==> src/rtl/fdc_cmd_seq.sv <==
module fdc_cmd_seq #(
  parameter int EXEC_CYCLES = 12
) (
  input  logic       clk,
  input  logic       rst_n,
  input  logic [1:0] reg_sel,
  input  logic       wr_en,
  input  logic       rd_en,
  input  logic [7:0] wdata,
  output logic [7:0] rdata,
  output logic       irq,
  output logic [1:0] drv_sel,
  output logic [3:0] motor_on
);
  localparam int CW = $clog2(EXEC_CYCLES + 1);
  localparam logic [CW-1:0] CNT_LAST = CW'(EXEC_CYCLES - 1);
  localparam logic [4:0] OP_SPEC = 5'h03, OP_RECAL = 5'h07, OP_SEEK = 5'h0F,
                         OP_SINT = 5'h08, OP_VER = 5'h10, OP_SDRV = 5'h04,
                         OP_READ = 5'h06, OP_WRITE = 5'h05, OP_BAD = 5'h00;

  typedef enum logic [1:0] {PH_CMD, PH_PARAM, PH_EXEC, PH_RESULT} phase_t;

  logic [7:0]    ctl_q;
  phase_t        phase;
  logic [4:0]    op_q;
  logic [2:0]    unit_q;
  logic [7:0]    arg [0:3];
  logic [2:0]    pidx, ridx;
  logic [CW-1:0] cnt;
  logic [7:0]    pcn [0:3];
  logic          int_pend;
  logic [1:0]    int_drv;

  function automatic logic [3:0] n_par(input logic [4:0] op);
    case (op)
      OP_SPEC, OP_SEEK:   n_par = 4'd2;
      OP_RECAL, OP_SDRV:  n_par = 4'd1;
      OP_READ, OP_WRITE:  n_par = 4'd8;
      default:            n_par = 4'd0;
    endcase
  endfunction

  function automatic logic [3:0] n_res(input logic [4:0] op);
    case (op)
      OP_SINT:                     n_res = 4'd2;
      OP_READ, OP_WRITE:           n_res = 4'd7;
      OP_SPEC, OP_RECAL, OP_SEEK:  n_res = 4'd0;
      default:                     n_res = 4'd1;
    endcase
  endfunction

  wire ctl_run   = ctl_q[2];
  wire rqm       = ctl_run && phase != PH_EXEC;
  wire dio       = phase == PH_RESULT;
  wire busy      = phase != PH_CMD;
  wire wr_port   = wr_en && reg_sel == 2'd2 && ctl_run;
  wire rd_port   = rd_en && reg_sel == 2'd2 && ctl_run;
  wire accept_wr = wr_port && rqm && !dio;
  wire accept_rd = rd_port && phase == PH_RESULT;
  wire last_par  = ({1'b0, pidx} + 4'd1) == n_par(op_q);
  wire last_res  = ({1'b0, ridx} + 4'd1) == n_res(op_q);
  wire seek_op   = op_q == OP_SEEK || op_q == OP_RECAL;
  wire ctl_wr    = wr_en && reg_sel == 2'd0;

  wire [3:0] seek_busy = (phase == PH_EXEC && seek_op) ? (4'b0001 << unit_q[1:0]) : 4'b0000;
  wire [7:0] status    = ctl_run ? {rqm, dio, 1'b0, busy, seek_busy} : 8'h00;

  logic [7:0] res_byte;
  always_comb begin
    case (op_q)
      OP_SINT:  res_byte = (ridx == 3'd0) ? {6'b001000, int_drv} : pcn[int_drv];
      OP_VER:   res_byte = 8'h90;
      OP_SDRV:  res_byte = {2'b00, 1'b1, pcn[unit_q[1:0]] == 8'h00, 1'b0, unit_q};
      OP_READ, OP_WRITE:
        case (ridx)
          3'd0:    res_byte = {5'b00000, unit_q};
          3'd3:    res_byte = arg[0];
          3'd4:    res_byte = arg[1];
          3'd5:    res_byte = arg[2];
          3'd6:    res_byte = arg[3];
          default: res_byte = 8'h00;
        endcase
      default:  res_byte = 8'h80;
    endcase
  end

  always_comb begin
    case (reg_sel)
      2'd0:    rdata = ctl_q;
      2'd1:    rdata = status;
      2'd2:    rdata = (ctl_run && phase == PH_RESULT) ? res_byte : 8'h00;
      default: rdata = 8'h00;
    endcase
  end

  assign irq      = int_pend && ctl_q[3];
  assign drv_sel  = ctl_q[1:0];
  assign motor_on = ctl_q[7:4];

  always_ff @(posedge clk or negedge rst_n) begin
    if (!rst_n) begin
      ctl_q    <= 8'h00;
      phase    <= PH_CMD;
      op_q     <= OP_BAD;
      unit_q   <= 3'd0;
      pidx     <= 3'd0;
      ridx     <= 3'd0;
      cnt      <= '0;
      int_pend <= 1'b0;
      int_drv  <= 2'd0;
      for (int i = 0; i < 4; i++) begin
        arg[i] <= 8'h00;
        pcn[i] <= 8'h00;
      end
    end else begin
      if (ctl_wr) ctl_q <= wdata;
      if (!ctl_run) begin
        phase    <= PH_CMD;
        int_pend <= 1'b0;
        pidx     <= 3'd0;
        ridx     <= 3'd0;
        cnt      <= '0;
        for (int i = 0; i < 4; i++) pcn[i] <= 8'h00;
      end else begin
        case (phase)
          PH_CMD: if (accept_wr) begin
            op_q <= (wdata[4:0] == OP_SINT && !int_pend) ? OP_BAD : wdata[4:0];
            pidx <= 3'd0;
            ridx <= 3'd0;
            phase <= (n_par(wdata[4:0]) != 4'd0) ? PH_PARAM : PH_RESULT;
          end
          PH_PARAM: if (accept_wr) begin
            if (pidx == 3'd0) unit_q <= wdata[2:0];
            else if (pidx <= 3'd4) arg[pidx[1:0] - 2'd1] <= wdata;
            if (last_par) begin
              cnt <= '0;
              case (op_q)
                OP_SPEC: phase <= PH_CMD;
                OP_SDRV: phase <= PH_RESULT;
                default: phase <= PH_EXEC;
              endcase
            end else begin
              pidx <= pidx + 3'd1;
            end
          end
          PH_EXEC: if (cnt == CNT_LAST) begin
            if (seek_op) begin
              phase             <= PH_CMD;
              pcn[unit_q[1:0]]  <= (op_q == OP_SEEK) ? arg[0] : 8'h00;
              int_pend          <= 1'b1;
              int_drv           <= unit_q[1:0];
            end else begin
              phase <= PH_RESULT;
            end
          end else begin
            cnt <= cnt + 1'b1;
          end
          PH_RESULT: if (accept_rd) begin
            if (last_res) begin
              phase <= PH_CMD;
              if (op_q == OP_SINT) int_pend <= 1'b0;
            end else begin
              ridx <= ridx + 3'd1;
            end
          end
          default: phase <= PH_CMD;
        endcase
      end
    end
  end

  a_r6_exec_hold: assert property (@(posedge clk) disable iff (!rst_n || !ctl_run)
    (phase == PH_EXEC && cnt != CNT_LAST && !ctl_wr) |=> phase == PH_EXEC);

  a_r6_seek_lands: assert property (@(posedge clk) disable iff (!rst_n || !ctl_run)
    (phase == PH_EXEC && op_q == OP_SEEK && cnt == CNT_LAST && !ctl_wr)
      |=> (pcn[$past(unit_q[1:0])] == $past(arg[0]) && int_pend));

  a_r3_write_ignored: assert property (@(posedge clk) disable iff (!rst_n || !ctl_run)
    (wr_port && phase == PH_RESULT && !rd_en && !ctl_wr) |=> (phase == PH_RESULT && $stable(ridx)));

  a_r12_last_byte_idle: assert property (@(posedge clk) disable iff (!rst_n || !ctl_run)
    (accept_rd && last_res) |=> phase == PH_CMD);

  a_r8_pend_source: assert property (@(posedge clk) disable iff (!rst_n)
    $rose(int_pend) |-> $past(phase) == PH_EXEC);
endmodule

==> config.mk <==
export PLATFORM = sky130hd
export DESIGN_NAME = fdc_cmd_seq
export DESIGN_NICKNAME = d
export VERILOG_FILES = /design/src/rtl/fdc_cmd_seq.sv
export SDC_FILE = /design/constraint.sdc
export NUM_CORES = 1
export LEC_CHECK = 0
export BUFFER_PORTS_ARGS = -buffer_cell sky130_fd_sc_hd__buf_2
export CAP_MARGIN = 20
export CORE_MARGIN = 4
export CORE_UTILIZATION = 35
export CTS_CLUSTER_SIZE = 25
export DETAILED_ROUTE_END_ITERATION = 7
export HOLD_SLACK_MARGIN = 0.02
export PLACE_DENSITY = 0.55
export SETUP_SLACK_MARGIN = 0.5
export SLEW_MARGIN = 5
export SYNTH_ARGS = -nofsm -noshare
export SYNTH_HDL_FRONTEND = slang
export SYNTH_SLANG_ARGS = --single-unit
==> constraint.sdc <==
create_clock -name clk -period 3.05 [get_ports clk]
set_clock_uncertainty 0.05 [all_clocks]
set_input_delay 0.1525 -clock clk [delete_from_list [all_inputs] [get_ports clk]]
set_output_delay 0.1525 -clock clk [all_outputs]
set_load 0.02 [all_outputs]
==> qor.txt <==
max_cap viols: 0
synth warn: 0
Critical Path End Type: primary output
Synth cell types: 65
fin cells: 730
CP Data Arrival Time: 2.48 ns
Final TNS setup: 0 ns
critical path cell sequence: buf_6 > ha_4 > buf_12 > a222oi_1 > o21ai_1 > a222oi_1 > o21ai_1 > buf_2
io pins: 29
initial DRC count: 397
met1 GRT Util: 26.9%
Slowest-stage cell, CP: a222oi_1
Synth Register Bits: 95
hold path start: wdata[6]
CP startpoint kind: flip-flop
number of synthesized flops with an enable pin: 0
CTS sink cnt: 95
buffers added on ports: 28
clk_lat worst skew: 0.35 ns
GRT Max-Usage Layer: met2
Worst-path clk slew: 0.07 ns
Top FF cell, synth: dfrtp_1
Post-Place Cells: 695
gpl congestion: 0.933
GRT overflow: 0
DIE AREA: 16800 um2
final WL: 14.7 mm
die height: 130 um
Reg-to-Reg End: ridx[0]
DR pass1 iterations: 5
Final Hold Vio Count: 0
synthesized area: 5190 um2
Worst-Margin Slew: 0.837 ns
leakage power: 2.59 nW
Max Clk Rate: 372 MHz
Reg2Reg Launch Point: op_q[4]
reg2reg setup slack: 0.58 ns
global-route wire length before repair: 23.5 mm
total nets after synthesis: 529
family with the most delay on the worst path: compound AO/OA/AOI/OAI gates
CTS tree: built
core area: 14500 um2
drt via density: 5.75
GR Util met3: 2.95%
critical path class: flip-flop to primary output
Final period util: 88.0%
critical path peak fanout: 8
synthesized area per cell: 10.3 um2
Initial Utilization: 35.7%
Slew HR: 44.0%
clk buf depth: 2
width of the die: 130 um
Tot GR Track Use: 18.3%
Final HPWL DP: 10.6 mm
ANT nets after route: 0
Final Max Tran Viols: 0
critical path required time: 2.85 ns
Yosys top cell by area: dfrtp_1
DR DRC count: 0
RSZ-0062 raised after global routing: yes
Synth top area share: 45.8%
DR WL/cell: 20.1 um
GR Layer Usage met2: 27.2%
status: completed
diode count: 0
Core Rows: 44
ys async rst share: 100%
Hold Crit Class: input port to flip-flop
Seq/Total Area, Yosys: 45.8%
hold endpoint: arg[22]
largest cells by area after synthesis: dfrtp_1 46%, mux2_2 11%, nand2_1 5.5%
WHS Path Cells: 2
synthesis-to-finish area growth: 16.9%
final setup vio count: 0
CP max stage delay: 0.53 ns
CTS root buf: clkbuf_16
vias in the first global route: 4129
Post-Syn Instances: 503
Buffers & Inverters on Critical Path: 3
Reg2Reg Depth: 7
Layout Nets: 568
VDD IR max: 0.332 mV
CTS H-tree depth: 3
largest net degree at the start of global routing: 56
layout cells sized above 1: 29.5%
initial antenna violation count: 0
PwrDens: 590 nW/um2
routed via count: 4198
min Tclk post-route: 2.68 ns
Num CTS Buffers: 9
==> repair_timing <==
| action | in CTS | in global routing |
|---|---|---|
| hold endpoints to repair | 53 | 0 |
| gates resized for setup | 30 | 23 |
| setup buffers | 13 | 6 |
| hold buffers | 1 | 0 |
| endpoints found under the setup margin | 8 | 10 |
| pin swaps | 12 | 18 |
==> per-layer routing <==
metal	vias to the layer above	share of wire [%]
li1	1919	-
met1	2116	47
met2	145	45
met3	18	5.9
met4	0	2.0
met5	-	0
==> final cells by class <==
class	count	area [um2]
clock buffers	12	256
clock inverters	3	42.5
multi-input cells	373	2750
well taps	184	230
inverters	10	37.5
flip-flops and latches	95	2390
repair buffers	53	370
fillers	1404	8470
==> power by group <==
| group | internal, mW | switching [mW] |
|---|---|---|
| clock | 0.675 | 0.487 |
| sequential | 1.36 | 0.185 |
| combinational | 0.381 | 0.492 |
| total | 2.42 | 1.16 |
==> cells in the final DEF, fill, tap and decap left out, types with 3 or more instances in the layout <==
master and count:
a21oi_1 14, a21oi_2 3, a222oi_1 10, a31oi_1 8, a32oi_1 5, and2_1 3
buf_2 23, buf_4 24, buf_6 4, clkbuf_16 9, dfrtp_1 90, dfrtp_2 4
ha_1 7, ha_4 4, inv_1 6, inv_2 4, mux2_2 51, mux2i_1 5
mux4_2 6, nand2_1 76, nand3_1 9, nand3b_1 3, nor2_1 25, nor2b_1 10
nor3_1 4, nor3_2 3, nor4_1 9, o21ai_0 43, o21ai_1 17, o21ai_2 3
o31ai_1 3, xnor2_1 3, xor2_1 6
==> cells by family after synthesis <==
kind of cell | share of synthesized area [%]
and+or+nand+nor | 15.3
AOI/OAI and AO/OA | 15.6
DFF | 45.8
muxes | 15.1
buffers and inverters | 3.86
adders and majority gates | 2.89
xor gates and xnor gates | 1.52
==> Yosys cell counts, types with 8 or more instances <==
cell type,number
dfrtp_1,95
o21ai_1,8
a222oi_1,10
nand2_1,76
mux2_2,51
o21ai_0,54
a31oi_1,8
ha_1,12
nor2_1,26
inv_1,9
nor4_1,9
clkbuf_1,12
nor2b_1,10
nand3_1,9
a21oi_1,16
==> how the worst max path moves through the flow <==
stage                 start        to  slack, ns  cells past startpoint
floorplan           ridx[2]  rdata[6]       0.51                     10
global route        ridx[1]  rdata[1]       0.27                      8
CTS                 ridx[1]  rdata[1]       0.32                      8
detailed placement  ridx[2]  rdata[5]       0.36                      9
global placement    ridx[0]  rdata[5]       0.49                      9
finish              ridx[1]  rdata[0]       0.37                      8
==> worst register-to-register path: cells and delay by family (launching register included) <==
family | cells | cell delay [ns]
AOI/OAI and AO/OA | 4 | 0.95
DFF | 1 | 0.50
muxes | 1 | 0.37
and+or+nand+nor | 1 | 0.28
xor gates and xnor gates | 1 | 0.19
==> per-stage QoR <==
| step | total power, mW | hold slack, ns | cell area (um2) | setup slack, ns | util [%] |
|---|---|---|---|---|---|
| after floorplan | 2.11 | -0.193 | 5190 | 0.514 | - |
| after global placement | 2.29 | 0.210 | 5440 | 0.485 | 37.4 |
| after detailed placement | 2.31 | 0.216 | 5440 | 0.356 | 37.4 |
| after CTS | 3.54 | 0.0407 | 5960 | 0.324 | 41.0 |
| after global routing | 3.76 | 0.0563 | 6070 | 0.270 | 41.8 |
| final | 3.58 | 0.0607 | 6070 | 0.365 | 41.8 |
==> flip-flops by register name, indices dropped and copies added (netlist names) <==
name / flops
arg: 32
pcn: 32
ctl_q: 8
op_q: 5
cnt: 4
pidx: 3
ridx: 3
unit_q: 3
int_drv: 2
phase: 2
int_pend: 1
No activity file was read; power rests on OpenSTA's default activity.
